### config.mk
export PLATFORM = sky130hd
export DESIGN_NAME = mxb_cycle_gen
export DESIGN_NICKNAME = d
export VERILOG_FILES = /design/src/rtl/mxb_pkg.sv /design/src/rtl/mxb_span_counter.sv /design/src/rtl/mxb_pin_drive.sv /design/src/rtl/mxb_read_capture.sv /design/src/rtl/mxb_cycle_gen.sv
export SDC_FILE = /design/constraint.sdc
export NUM_CORES = 1
export LEC_CHECK = 0
export ABC_AREA = 1
export BUFFER_PORTS_ARGS = -buffer_cell sky130_fd_sc_hd__buf_4
export CELL_PAD_IN_SITES_DETAIL_PLACEMENT = 0
export CELL_PAD_IN_SITES_GLOBAL_PLACEMENT = 2
export CORE_MARGIN = 2
export CORE_UTILIZATION = 28
export DETAILED_ROUTE_END_ITERATION = 10
export PLACE_DENSITY = 0.85
export SKIP_CTS_REPAIR_TIMING = 1
export SLEW_MARGIN = 20
export SYNTH_ARGS = -nofsm -noshare
export SYNTH_HDL_FRONTEND = slang
export SYNTH_SLANG_ARGS = --single-unit
### constraint.sdc
create_clock -name clk -period 3.75 [get_ports clk]
set_input_delay 0 -clock clk [delete_from_list [all_inputs] [get_ports clk]]
set_output_delay 0 -clock clk [all_outputs]
set_load 0.05 [all_outputs]
### src/rtl/mxb_pkg.sv
package mxb_pkg;
  typedef enum logic [2:0] {
    PH_IDLE   = 3'd0,
    PH_ADDR   = 3'd1,
    PH_LATCH  = 3'd2,
    PH_STROBE = 3'd3,
    PH_HOLD   = 3'd4
  } phase_e;
endpackage

### src/rtl/mxb_span_counter.sv
module mxb_span_counter #(
  parameter int CNT_W = 4
) (
  input  logic             clk,
  input  logic             rst_n,
  input  logic             load,
  input  logic [CNT_W-1:0] load_val,
  output logic             zero
);
  logic [CNT_W-1:0] cnt_q;

  always_ff @(posedge clk) begin
    if (!rst_n)              cnt_q <= '0;
    else if (load)           cnt_q <= load_val;
    else if (cnt_q != '0)    cnt_q <= cnt_q - 1'b1;
  end

  assign zero = (cnt_q == '0);
endmodule

### src/rtl/mxb_pin_drive.sv
module mxb_pin_drive
  import mxb_pkg::*;
#(
  parameter int PORT_W = 8
) (
  input  logic              clk,
  input  logic              rst_n,
  input  phase_e            phase,
  input  logic              wr,
  input  logic [PORT_W-1:0] addr_lo,
  input  logic [PORT_W-1:0] wdata,
  output logic              ale,
  output logic              oe_n,
  output logic              we_n,
  output logic              ad_oe,
  output logic [PORT_W-1:0] ad_out
);
  logic addr_on_port;
  logic data_on_port;

  always_comb begin
    addr_on_port = (phase == PH_ADDR) || (phase == PH_LATCH);
    data_on_port = wr && ((phase == PH_STROBE) || (phase == PH_HOLD));
    ale    = (phase == PH_ADDR);
    oe_n   = !((phase == PH_STROBE) && !wr);
    we_n   = !((phase == PH_STROBE) && wr);
    ad_oe  = addr_on_port || data_on_port;
    ad_out = addr_on_port ? addr_lo : wdata;
  end

  // strobes never overlap each other or the latch window
  a_r11_strobe_exclusive: assert property (@(posedge clk) disable iff (!rst_n)
    !((!oe_n && !we_n) || (ale && (!oe_n || !we_n))));

  // shared port released while read strobe is low and on the tick after
  a_r5_read_port_free: assert property (@(posedge clk) disable iff (!rst_n)
    (!oe_n || $rose(oe_n)) |-> !ad_oe);

  // write data still driven, unchanged, on the tick after the write strobe rises
  a_r6_write_hold: assert property (@(posedge clk) disable iff (!rst_n)
    $rose(we_n) |-> (ad_oe && $stable(ad_out)));

  // low address byte still on the port on the tick after the latch falls
  a_r3_addr_hold: assert property (@(posedge clk) disable iff (!rst_n)
    $fell(ale) |-> (ad_oe && $stable(ad_out)));
endmodule

### src/rtl/mxb_read_capture.sv
module mxb_read_capture #(
  parameter int PORT_W = 8
) (
  input  logic              clk,
  input  logic              rst_n,
  input  logic              capture,
  input  logic [PORT_W-1:0] d_in,
  output logic [PORT_W-1:0] q
);
  always_ff @(posedge clk) begin
    if (!rst_n)       q <= '0;
    else if (capture) q <= d_in;
  end
endmodule

### src/rtl/mxb_cycle_gen.sv
module mxb_cycle_gen
  import mxb_pkg::*;
#(
  parameter int ADDR_W = 22,
  parameter int PORT_W = 8,
  parameter int WAIT_W = 3
) (
  input  logic                     clk,
  input  logic                     rst_n,
  input  logic [WAIT_W-1:0]        wa_cfg,
  input  logic [WAIT_W-1:0]        wd_cfg,
  input  logic                     req_valid,
  output logic                     req_ready,
  input  logic [ADDR_W-1:0]        req_addr,
  input  logic                     req_write,
  input  logic [PORT_W-1:0]        req_wdata,
  output logic                     rsp_valid,
  output logic [PORT_W-1:0]        rsp_rdata,
  output logic                     bus_ale,
  output logic                     bus_oe_n,
  output logic                     bus_we_n,
  output logic [ADDR_W-PORT_W-1:0] bus_addr_hi,
  output logic [PORT_W-1:0]        bus_ad_out,
  output logic                     bus_ad_oe,
  input  logic [PORT_W-1:0]        bus_ad_in
);
  localparam int HI_W  = ADDR_W - PORT_W;
  localparam int CNT_W = WAIT_W + 1;

  phase_e            phase_q, phase_d;
  logic [ADDR_W-1:0] addr_q;
  logic [PORT_W-1:0] wdata_q;
  logic              wr_q;
  logic [WAIT_W-1:0] wa_q, wd_q;
  logic              accept, span_zero, span_load;
  logic [CNT_W-1:0]  span_val;

  assign req_ready = (phase_q == PH_IDLE);
  assign accept    = req_valid && req_ready;

  always_comb begin
    phase_d   = phase_q;
    span_load = 1'b0;
    span_val  = {wa_cfg, 1'b0};
    unique case (phase_q)
      PH_IDLE:   if (accept) begin
                   phase_d   = PH_ADDR;
                   span_load = 1'b1;
                 end
      PH_ADDR:   if (span_zero) phase_d = PH_LATCH;
      PH_LATCH:  begin
                   phase_d   = PH_STROBE;
                   span_load = 1'b1;
                   span_val  = {wd_q, 1'b0};
                 end
      PH_STROBE: if (span_zero) phase_d = PH_HOLD;
      PH_HOLD:   phase_d = PH_IDLE;
      default:   phase_d = PH_IDLE;
    endcase
  end

  always_ff @(posedge clk) begin
    if (!rst_n) begin
      phase_q <= PH_IDLE;
      addr_q  <= '0;
      wdata_q <= '0;
      wr_q    <= 1'b0;
      wa_q    <= '0;
      wd_q    <= '0;
    end else begin
      phase_q <= phase_d;
      if (accept) begin
        addr_q  <= req_addr;
        wdata_q <= req_wdata;
        wr_q    <= req_write;
        wa_q    <= wa_cfg;
        wd_q    <= wd_cfg;
      end
    end
  end

  mxb_span_counter #(.CNT_W(CNT_W)) u_span (
    .clk      (clk),
    .rst_n    (rst_n),
    .load     (span_load),
    .load_val (span_val),
    .zero     (span_zero)
  );

  mxb_pin_drive #(.PORT_W(PORT_W)) u_pins (
    .clk     (clk),
    .rst_n   (rst_n),
    .phase   (phase_q),
    .wr      (wr_q),
    .addr_lo (addr_q[PORT_W-1:0]),
    .wdata   (wdata_q),
    .ale     (bus_ale),
    .oe_n    (bus_oe_n),
    .we_n    (bus_we_n),
    .ad_oe   (bus_ad_oe),
    .ad_out  (bus_ad_out)
  );

  mxb_read_capture #(.PORT_W(PORT_W)) u_capture (
    .clk     (clk),
    .rst_n   (rst_n),
    .capture ((phase_q == PH_STROBE) && span_zero && !wr_q),
    .d_in    (bus_ad_in),
    .q       (rsp_rdata)
  );

  assign rsp_valid   = (phase_q == PH_HOLD);
  assign bus_addr_hi = addr_q[ADDR_W-1:PORT_W];

  // Run-length counters feeding the window checks below
  logic [CNT_W:0] ale_run, stb_run;
  logic           stb_low;
  assign stb_low = !bus_oe_n || !bus_we_n;

  always_ff @(posedge clk) begin
    if (!rst_n) begin
      ale_run <= '0;
      stb_run <= '0;
    end else begin
      ale_run <= bus_ale ? ale_run + 1'b1 : '0;
      stb_run <= stb_low ? stb_run + 1'b1 : '0;
    end
  end

  // latch strobe high for 2*Wa+1 ticks
  a_r2_ale_width: assert property (@(posedge clk) disable iff (!rst_n)
    $fell(bus_ale) |-> (ale_run == ({1'b0, wa_q, 1'b0} + 1'b1)));

  // strobe low for 2*Wd+1 ticks
  a_r4_strobe_width: assert property (@(posedge clk) disable iff (!rst_n)
    $fell(stb_low) |-> (stb_run == ({1'b0, wd_q, 1'b0} + 1'b1)));

  // upper address steady while a cycle is running
  a_r7_hi_stable: assert property (@(posedge clk) disable iff (!rst_n)
    (!req_ready && $past(!req_ready)) |-> $stable(bus_addr_hi));

  // completion pulse lasts one tick and is followed by idle
  a_r9_single_ack: assert property (@(posedge clk) disable iff (!rst_n)
    rsp_valid |=> (!rsp_valid && req_ready));
endmodule

### After elaboration in Yosys (flattened, before gate mapping)

Cells that the tools add are included.

* register bits after elaboration: 49
* logic and storage cells: 42

* muxes and demuxes: 10
* reductions and logical operators: 17
* equality and inequality tests: 7
* $add $sub $neg: 1

Operator list (count)
* $mux 4: 3
* $pmux 3 s4: 1
* $mux 3: 3
* $mux 8: 1
* $eq 3x2->1 const B: 2
* $logic_and 1x1->1: 6
* $logic_not 4->1: 1
* $ne 2x1->1 const B: 2
* $reduce_bool 4->1: 1
* $sub 4x1->4 const B: 1
* $eq 3x1->1 const B: 1
* $eq 3x3->1 const B: 1
* $logic_not 1->1: 3
* $logic_not 3->1: 1
* $logic_or 1x1->1: 3
* $reduce_and 3->1: 1
* $ne 2x2->1 const B: 1
* $pmux 1 s2: 1
* $reduce_bool 2->1: 1
* $mux 1: 1

### Depth between registers and ports, before layout

* depth in word-level cells: 5
* gate-level depth with buffers: 8
* gate-level depth less buffers: 8

### Hierarchy

Synthesis repeated with hierarchy kept, for this count alone.

* cells, all modules: 332
* area, all modules: 2408.6 um2

Modules (own cells, without submodules)
* mxb_cycle_gen: cells each 203, area an instance 1600.3 um2, times used 1
* mxb_read_capture: cells each 51, area an instance 356.6 um2, times used 1
* mxb_span_counter: cells each 40, area an instance 247.7 um2, times used 1
* mxb_pin_drive: cells each 38, area an instance 203.9 um2, times used 1

### Worst setup path after synthesis

Ideal clock, no wire load.

* kind: register to output
* start point: reg phase_q[2]
* end point: out bus_ad_oe
* data arrival time: 2.168 ns
* path slack: 1.582 ns
* stages on the path, launching flop included: 5
* cell sequence: dfxtp_1 > inv_1 > nor3_1 > a21oi_1 > nand2_1

* word-level cells in the longest chain between the ends: 4

Ends and longest elaborated chain
* start, declared: RTL line mxb_cycle_gen.sv:30 `phase_e phase_q, phase_d;`
* start signal, assigned: RTL line mxb_cycle_gen.sv:71 `phase_q <= phase_d;`
* $eq 3x3->1
* via rsp_valid: RTL line mxb_cycle_gen.sv:17 `output logic rsp_valid,`
* $logic_or 1x1->1: RTL line mxb_pin_drive.sv:23 `data_on_port = wr && ((phase == PH_STROBE) || (phase == PH_HOLD));`
* $logic_and 1x1->1: RTL line mxb_pin_drive.sv:23
* $logic_or 1x1->1: RTL line mxb_pin_drive.sv:27 `ad_oe = addr_on_port || data_on_port;`
* end, declared: RTL line mxb_cycle_gen.sv:24 `output logic bus_ad_oe,`

The timed path passes the listed nets, and every way through them passes these cells.

### Final worst setup path

* start point: reg phase_q[2]
* end point: reg wdata_q[2]

* word-level cells in the longest chain between the ends: 2

Ends and longest elaborated chain
* $logic_not 3->1: RTL line mxb_cycle_gen.sv:38 `assign req_ready = (phase_q == PH_IDLE);`
* $logic_and 1x1->1: RTL line mxb_cycle_gen.sv:39 `assign accept = req_valid && req_ready;`
* end signal, assigned: RTL line mxb_cycle_gen.sv:74 `wdata_q <= req_wdata;`
* end, declared: RTL line mxb_cycle_gen.sv:32 `logic [PORT_W-1:0] wdata_q;`

No other way between the ends.
A chain may end at the register's enable or synchronous reset.

==> flow_metrics.tcl <==
set metrics [dict create \
    outcome "finished, violations left" \
    failed_checks "hold timing" \
    antenna_found_initial 0 \
    worstPathMaxFanout 45 \
    wire_per_inst_um 12.3 \
    drtAntennaViolNets 0 \
    report.final.slew_viol_count 0 \
    p_leak_nw 1.36 \
    whs_path_depth 3 \
    diodes 0 \
    slowest_stage "nand3_2" \
    io_pins 84 \
    p_per_area_nw_per_um2 548 \
    drt-initial-drc-count 67 \
    cp_slowest_stage_delay_ps 680 \
    p_clk_share_pct 18.3 \
    path_clk_slew_ps 80 \
    cp-start-kind "register" \
    tns_ps 0 \
    worstPathRequired_ps 3910 \
    fin_crit_ps 1960 \
    grt_max_degree 46 \
    portBuffers 83 \
    hold_slack_ps -11.0 \
    yosysTopAreaCell "dfxtp_1" \
    min_period_over_period_pct 52.3 \
    peakVddDrop_mv 0.202 \
    crit_family "simple AND/OR/NAND/NOR gates" \
    cts_buffers 5 \
    grt_usage_pct 13.6 \
    globalRouteOverflowTotal 0 \
    dieWidth_um 92.8 \
    die_area_um2 8610 \
    maxCapViolations 0 \
    vias 2194 \
    synth.distinct_cells 26 \
    comb_power_share_pct 43.6 \
    cp.arrival_ps 2120 \
    multiInputGateArea_um2 956 \
    slew-limit-headroom_pct 44.7 \
    switchingPower_mw 0.723 \
    grt_setup_unrepaired "no" \
    yosys-top-cells-area "dfxtp_1 44%, nand2_1 9.9%, a21oi_1 8.8%, nand3_1 7.9%, buf_4 5.4%" \
    cp_cell_sequence "nor2_4 -> nand3_2 -> o21ai_0 -> a21oi_1" \
    h-tree-depth 2 \
    finalNetCount 434 \
    seq_area_frac_synth_pct 44.4 \
    dr.pass1.iters 4 \
    criticalPathCategory "reg -> reg" \
    synth_top_area_share_pct 44.4 \
    cp.depth 4 \
    fmax_ghz 0.510 \
    post-dp-hpwl_um 3980 \
    syn_avg_cell_area_um2 7.34 \
    syn_nets 350 \
    worstSkewPairLatency_ps 290 \
    via_per_inst 4.51 \
    die_y_um 92.8 \
    n_fill_cell 849 \
    grt_pass1_wl_um 9340 \
    synth_area_um2 2210 \
    postPlaceCellArea_um2 2780 \
    clock_sinks 49 \
    cts_buffer_depth 2 \
    drive_gt1_share_pct 25.7 \
    floorplan.initialDensity_pct 28.7 \
    hold_viol 8 \
    worst-r2r-cell-count 4 \
    root_buffer "clkbuf_8" \
    p_int_mw 0.975 \
    synth_warnings 0 \
    power.switching_fraction_pct 42.6 \
    path_buf_inv 0 \
    synth_cells 301 \
    ff_latch_area_um2 981 \
    dp_slack_ps 1800 \
    rows 32 \
    grt_pass1_vias 2030 \
    final-setup-viol-count 0 \
    wl_um 5980 \
    placeableCoreArea_um2 7690 \
    drcViolationCount 0 \
    area_delta_synth_final_pct 40.3 \
    finalClockSkew_ps 4.06 \
    final.setup.worst_slack_ps 1790 \
    worstSetupEndpointType "register" \
    worstMarginPinSlew_ps 824 \
    cts_tree "built" \
    place.gp.congestion 0.719 \
    synth-seq-cells 49 \
    p_seq_share_pct 38.0 \
    min_path_type "in -> reg" \
    postLayoutCellArea_um2 3100 \
    fin_util_pct 40.3 \
]
-- synth_stat cells --
master / instances
nand2_1: 58
dfxtp_1: 49
a21oi_1: 39
nand3_1: 35
inv_1: 23
nor2_1: 23
o21ai_0: 21
buf_4: 16
nand3b_1: 8
buf_2: 6
clkbuf_1: 5
nor2_4: 3
nor2_2: 2
a21boi_0: 1
buf_1: 1
clkbuf_2: 1
clkinv_1: 1
ha_1: 1
inv_2: 1
nand2_2: 1
nand3_2: 1
nand4_1: 1
nor3_1: 1
nor3_2: 1
nor4_1: 1
or2_2: 1
-- cell families after synthesis --
logic type / synth area share, %
DFF: 44.4
AOI/OAI and AO/OA: 13.9
adders and majority gates: 0.566
and+or+nand+nor: 28.8
buffers and inverters: 12.3
-- tightest hold or removal path, cell delays in order --
cell and delay, ps:
buf_4 80, o21ai_0 70, a21oi_1 100
-- registers in the layout (all words and copies together) (netlist names) --
signal        cells
u_capture.q       8
u_span.cnt_q      4
wd_q              3
addr_q           22
wdata_q           8
wr_q              1
phase_q           3
-- routing by layer --
metal	track usage (%)	part of all wire, %	vias to the layer above
li1	-	-	1136
met1	16.7	45	968
met2	21.5	45	79
met3	5.45	7.5	11
met4	5.15	1.9	0
met5	0	0	-
-- cell usage in the layout (no fill, tap or decap), types with 2 or more instances in the layout --
cell           synthesis  layout
buf_4                 16      83
nand2_1               58      58
dfxtp_1               49      49
a21oi_1               39      39
nand3_1               35      35
inv_1                 23      23
nor2_1                23      23
dlygate4sd3_1          0      23
o21ai_0               21      21
nand3b_1               8       8
clkbuf_8               0       6
nor2_4                 3       3
nor2_2                 2       2
-- final cells by class --
cell class / instances / area share [%]
well taps: 102 / 4.12
repair buffers: 106 / 27.5
flip-flops and latches: 49 / 31.7
clock buffers: 7 / 2.79
multi-input cells: 198 / 30.9
inverters: 25 / 3.03
-- final timing paths --
check | start | endpoint | slack, ps
worst max-delay path | phase_q[2]$_SDFFE_PN0P_ | wdata_q[2]$_SDFFE_PN0P_ | 1790
worst min-delay path | req_wdata[6] | wdata_q[6]$_SDFFE_PN0P_ | -10
worst max register to register | phase_q[2]$_SDFFE_PN0P_ | wdata_q[2]$_SDFFE_PN0P_ | 1790
worst min register to register | wdata_q[6]$_SDFFE_PN0P_ | wdata_q[6]$_SDFFE_PN0P_ | 450
-- power by group through the flow --
stage                     registers, mW  clock network (mW)  logic, mW
after CTS                         0.646               0.329      0.731
after floorplan                   0.653                   0      0.556
after detailed placement          0.657                   0      0.730
after global routing              0.657               0.346      0.819
final                             0.646               0.311      0.741
after global placement            0.657                   0      0.727
-- stage by stage --
| stage | std cells | power (mW) |
|---|---|---|
| 2_1_floorplan | 301 | 1.21 |
| 3_3_place_gp | 457 | 1.38 |
| 3_5_place_dp | 457 | 1.39 |
| 4_1_cts | 464 | 1.71 |
| 5_1_grt | 487 | 1.82 |
| 6_report | 487 | 1.70 |
(Power assumes the default switching activity.)
